--- config.mk ---
export PLATFORM = sky130hd
export DESIGN_NAME = pc_unit
export DESIGN_NICKNAME = d
export VERILOG_FILES = /design/src/rtl/pc_unit.sv
export SDC_FILE = /design/constraint.sdc
export NUM_CORES = 1
export LEC_CHECK = 0
export BUFFER_PORTS_ARGS = -buffer_cell sky130_fd_sc_hd__clkbuf_2
export CORE_ASPECT_RATIO = 1.1
export CORE_UTILIZATION = 39
export DETAILED_ROUTE_END_ITERATION = 16
export PLACE_DENSITY = 0.59
export SLEW_MARGIN = 20
export SYNTH_ARGS = -nofsm -noshare
export SYNTH_HDL_FRONTEND = slang
export SYNTH_SLANG_ARGS = --single-unit
--- constraint.sdc ---
create_clock -name clk -period 2.6 [get_ports clk]
set_clock_uncertainty 0.2 [all_clocks]
set_input_delay 0.52 -clock clk [delete_from_list [all_inputs] [get_ports clk]]
set_output_delay 0.52 -clock clk [all_outputs]
set_load 0.05 [all_outputs]
--- src/rtl/pc_unit.sv ---
module pc_unit #(
  parameter int ADDR_W = 13,
  parameter int LO_W   = 8,
  parameter int IMM_W  = 11,
  parameter int DEPTH  = 8
) (
  input  logic              clk,
  input  logic              rst_n,
  input  logic [2:0]        op,
  input  logic [IMM_W-1:0]  imm,
  input  logic [LO_W-1:0]   alu_res,
  input  logic              latch_we,
  input  logic [ADDR_W-LO_W-1:0] latch_wd,
  output logic [ADDR_W-1:0] fetch_addr,
  output logic [LO_W-1:0]   pcl_rd
);
  localparam int LAT_W = ADDR_W - LO_W;
  localparam int PG_W  = ADDR_W - IMM_W;
  localparam int SP_W  = $clog2(DEPTH);
  localparam logic [2:0] OP_LDLO = 3'd1, OP_JMP = 3'd2, OP_CALL = 3'd3, OP_RET = 3'd4;

  logic [ADDR_W-1:0] pc, pc_inc, jmp_tgt;
  logic [LAT_W-1:0]  lat;
  logic [SP_W-1:0]   sp, sp_top;
  logic [ADDR_W-1:0] stk [DEPTH];

  assign pc_inc     = pc + 1'b1;
  assign jmp_tgt    = {lat[LAT_W-1 -: PG_W], imm};
  assign sp_top     = sp - 1'b1;
  assign fetch_addr = pc;
  assign pcl_rd     = pc[LO_W-1:0];

  always_ff @(posedge clk) begin
    if (!rst_n) begin
      pc  <= '0;
      lat <= '0;
      sp  <= '0;
      for (int i = 0; i < DEPTH; i++) stk[i] <= '0;
    end else begin
      if (latch_we) lat <= latch_wd;
      case (op)
        OP_LDLO: pc <= {lat, alu_res};
        OP_JMP:  pc <= jmp_tgt;
        OP_CALL: begin
          stk[sp] <= pc_inc;
          sp      <= sp + 1'b1;
          pc      <= jmp_tgt;
        end
        OP_RET: begin
          pc <= stk[sp_top];
          sp <= sp_top;
        end
        default: pc <= pc_inc;
      endcase
    end
  end

  p_step_r2: assert property (@(posedge clk) disable iff (!rst_n)
    (op == 3'd0 || op > OP_RET) |=> pc == ADDR_W'($past(pc) + 1));

  p_ldlo_r3: assert property (@(posedge clk) disable iff (!rst_n)
    op == OP_LDLO |=> pc == {$past(lat), $past(alu_res)});

  p_jump_r4: assert property (@(posedge clk) disable iff (!rst_n)
    op == OP_JMP |=> (pc[IMM_W-1:0] == $past(imm)) &&
                     (pc[ADDR_W-1:IMM_W] == $past(lat[LAT_W-1 -: PG_W])));

  p_push_r5: assert property (@(posedge clk) disable iff (!rst_n)
    op == OP_CALL |=> sp == SP_W'($past(sp) + 1));

  p_callret_r6: assert property (@(posedge clk) disable iff (!rst_n)
    (op == OP_RET && $past(op) == OP_CALL && $past(rst_n)) |=> pc == ADDR_W'($past(pc, 2) + 1));

  p_latch_r7: assert property (@(posedge clk) disable iff (!rst_n)
    !latch_we |=> $stable(lat));

  p_rdlo_r9: assert property (@(posedge clk) pcl_rd == fetch_addr[LO_W-1:0]);
endmodule

### Word-level counts from Yosys, hierarchy flattened

Memory sizes are Yosys's and may differ from the RTL's.
Index checks and enable logic that the tools add are counted.

* add/subtract/negate cells: 3
* equality and inequality tests: 4
* multiplexer cells: 9
* reductions and logical operators: 3

Operators by type and width (number)
* 13-bit case mux with 3 select lines: 1
* 13-bit by 1-bit adder with 13-bit output, second input constant: 1
* 13-bit two-way mux: 1
* 13-bit OR reduction: 1
* 3-bit by 2-bit equality test with 1-bit output, second input constant: 2
* 3-bit case mux with 2 select lines: 1
* 1-bit two-way mux: 5
* 3-bit by 1-bit adder with 3-bit output, second input constant: 1
* 3-bit by 1-bit equality test with 1-bit output, second input constant: 1
* 3-bit equality test, second input constant: 1
* 3-bit two-way mux: 1
* 3-bit by 1-bit subtractor with 3-bit output, second input constant: 1
* 2-bit nonzero test: 1
* 2-bit OR reduction: 1

* register bits: 21
* RAM bits: 104
* bits of input ports: 30
* logic and storage cells: 23
* memories: 1

Memories
* stk: words 8, width 13, rd ports 1, clocked after Yosys merged registers in 0, write ports 8, RTL line 25 `logic [ADDR_W-1:0] stk [DEPTH];`

### Logic depth before layout (Yosys ltp)

* depth in word-level cells: 6
* depth in mapped cells: 10

### Least setup slack after synthesis

No wires, ideal clock.

* path kind: reg2reg
* start: register sp[0]
* end: register pc[10] (netlist: fetch_addr[10])
* data arrival time: 1.999 ns
* slack: 0.251 ns
* stages on the path, launching flop included: 10
* period minus slack after synthesis: 2.349 ns
* cell sequence: dfxtp_1 > buf_6 > buf_6 > inv_1 > ha_1 > buf_2 > buf_2 > mux4_2 > a22oi_1 > a221oi_2

* cells in the longest elaborated chain, start to end: 3

Ends and longest elaborated chain
* from (decl): RTL line 24 `logic [SP_W-1:0] sp, sp_top;`
* from (signal assigned): RTL line 46 `sp <= sp + 1'b1;`
* from (signal assigned): RTL line 51 `sp <= sp_top;`
* 3-bit by 1-bit subtractor with 3-bit output: RTL line 29 `assign sp_top = sp - 1'b1;`
* memory read 8 x 13 bit
* 13-bit case mux with 3 select lines: RTL line 41 `case (op)`
* to (signal assigned): RTL line 42 `OP_LDLO: pc <= {lat, alu_res};`
* to (signal assigned): RTL line 43 `OP_JMP: pc <= jmp_tgt;`
* to (signal assigned): RTL line 47 `pc <= jmp_tgt;`
* to (decl): RTL line 22 `logic [ADDR_W-1:0] pc, pc_inc, jmp_tgt;`

No other way between the ends.
A chain may end at the register's enable or synchronous reset.

==> results.toml <==
[route]
ant_nets = 0
first_pass_iters = 5
drc = 0
drtIter0Drc = 335
vias = 3824
viasPerCell = 5.45
routed_wl_um = 14100
drt-wirelength-per-cell_um = 20.0

[sta]
grt_setup_unrepaired = "no"
tightest_slew_ps = 1010
hold_viol = 0
setup_viol = 0
min_period_ps = 2180
fin_setup_tns_ps = 0
slew_headroom_pct = 32.1
layout_worst_path_cycle_share_pct = 84.0
maxSlewViolCount = 0
fmax_ghz = 0.458

[power_and_ir_drop]
power_frac_seq_pct = 43.5
p_leak_uw = 0.00246
p_per_area_nw_per_um2 = 779
irDropWorstVdd_v = 0.000576
internal-power_uw = 3990
power_uw = 5330
power.switching_uw = 1330
p_clk_share_pct = 43.5
netSwitchingFraction_pct = 25.0
combPwrFrac_pct = 13.0

[worst_setup_path]
r2r-start = "fetch_addr[1]"
startpoint = "fetch_addr[1]"
critPathSlowestCell = "xnor2_1"
critPathCapture = "stk[2][4]"
r2r_setup_slack_ps = 420
crit_type = "reg -> reg"
cp_num_buf_inv = 0
reg2reg_to = "stk[2][4]"
cp_max_fo = 9
crit_family = "XOR/XNOR gates"
ff2ff_path_depth = 4
endpoint_kind = "flip-flop"
cp.arrival_ps = 2100
crit_cells = 4
startpoint_type = "flip-flop"
crit_chain = "ha_1 -> and3_1 -> xnor2_1 -> nor2_1"
critPathRequiredTime_ps = 2520
cpPeakStageDelay_ps = 710

[min_path]
hold_class = "in -> reg"

[floorplanning]
die-area_sq_um = 15300
initial_core_util_pct = 39.8
pin_count = 51
coreArea_sq_um = 14400
die_x_um = 118
row_count = 46
die_y_um = 129

[global_routing]
grt_use_total_pct = 20.0
grt_overflow_total = 0
grt_max_degree = 28
first_global_vias = 3849
grt_pass1_wl_um = 22400
grt_antenna_before_repair = 0

[clock_network]
cts-root-buf = "clkbuf_16"
cts_sinks = 125
path_clk_slew_ps = 60
htreeDepth = 4
clockBufferDepth = 2
holdBufCountCts = 0
cts_resized = 0
insertion_delay_ps = 410
post_cts_buffers = 0
numCtsBuffers = 17
cts_tree = "done"

[final_layout]
seqCellArea_sq_um = 3540
multi_input_area_sq_um = 1960
syn_to_final_growth_pct = 18.8
design_area_sq_um = 6840
diodes = 0
nFillCells = 1288
layout-drive-gt1-share_pct = 28.8
nets = 530

[logic_synthesis]
synth_edf_count = 104
syn_nets = 466
synthCells = 433
yosysMostFrequentCell = "nor2_1"
synth_cell_types = 38
syn_area_sq_um = 5760
yosysTopAreaCell = "edfxtp_1"
ys_seq_area_share_pct = 61.6
synth_ff_type = "edfxtp_1"
synth_warnings = 0
avgSynthCellArea_sq_um = 13.3
synthTopCellsByArea = "edfxtp_1 54%, mux4_2 10%, nor2_1 7.7%"
synth_top_area_share_pct = 54.2
async_flop_share_pct = 0
synth-seq-cells = 125
synth_top_cells_by_count = "118 x nor2_1, 104 x edfxtp_1, 26 x mux4_2"

[placement]
gp_congestion = 0.761
placement.io_buffers = 50
dp_hpwl_um = 9490
place_area_sq_um = 6260

[run_status]
status = "complete, no violations"

[flow_run]
maxCapViolations = 0
## cell usage in the layout (no fill, tap or decap), types with 9 or more instances in the layout
| master | instances |
|---|---|
| nor2_1 | 118 |
| edfxtp_1 | 104 |
| clkbuf_2 | 50 |
| buf_4 | 29 |
| mux4_2 | 26 |
| dfxtp_1 | 20 |
| nand2_1 | 18 |
| clkbuf_16 | 17 |
| a22oi_1 | 15 |
| o21ai_0 | 13 |
| o2bb2ai_1 | 11 |
| a221oi_2 | 9 |
## power groups by stage
stage / combinational (uW) / clock, uW / sequential (uW)
after global routing: 739 / 2420 / 2330
after detailed placement: 693 / 0 / 2360
after global placement: 685 / 0 / 2350
after CTS: 696 / 2340 / 2320
after floorplan: 437 / 0 / 2400
final: 692 / 2320 / 2320
## cell type report
type | instances | share of cell area [%]
tap | 192 | 3.51
clock buffer | 18 | 6.28
multi-input combinational | 267 | 28.7
inverter | 6 | 0.329
clock inverter | 14 | 2.21
timing repair buffer | 80 | 7.14
sequential | 125 | 51.8
## stage by stage
step	setup slack (ps)	hold slack [ps]	utilization (%)	cells
floorplan	251	255	-	433
global placement	389	271	43.3	670
detailed placement	371	279	43.3	670
CTS	410	143	47.3	702
global route	279	176	47.3	702
finish	415	149	47.3	702
## routing by layer
metal,wire length [um],share of wire [%],vias to the layer above,track usage (%)
li1,-,-,1733,-
met1,6010,43,1900,26.5
met2,6800,48,177,32.5
met3,1040,7.4,14,4.31
met4,218,1.5,0,7.77
met5,0,0,-,0
## sequential cells by signal, indices dropped and copies added, names as in the netlist
name and flops:
fetch_addr 13, lat 5, sp 3, stk 104
## worst reg2reg max path, stage by stage (launching register included)
cell and delay [ps]:
dfxtp_1 370, ha_1 250, and3_1 270, xnor2_1 710, nor2_1 100
## worst min-delay path by stage
stage | slack (ps) | to | startpoint | cells after the start
2_1_floorplan | 250 | lat[0] | lat[0] | 2
3_3_place_gp | 270 | lat[0] | lat[0] | 2
3_5_place_dp | 280 | lat[0] | lat[0] | 2
4_1_cts | 140 | lat[1] | latch_wd[1] | 3
5_1_grt | 180 | lat[0] | latch_wd[0] | 3
6_report | 150 | lat[1] | latch_wd[1] | 3
## logic make-up (layout without fill, tap and decap cells)
| group | count (synthesis) | after routing | share of synthesized area [%] |
|---|---|---|---|
| simple gates | 163 | 163 | 12.2 |
| flops | 125 | 125 | 61.6 |
| compound gates | 57 | 57 | 8.22 |
| buf+inv | 41 | 118 | 4.39 |
| mux | 31 | 31 | 11.0 |
| xor+xnor | 13 | 13 | 1.98 |
| fa+ha+maj | 3 | 3 | 0.652 |
Note: power is estimated with default switching activity, not from simulation.
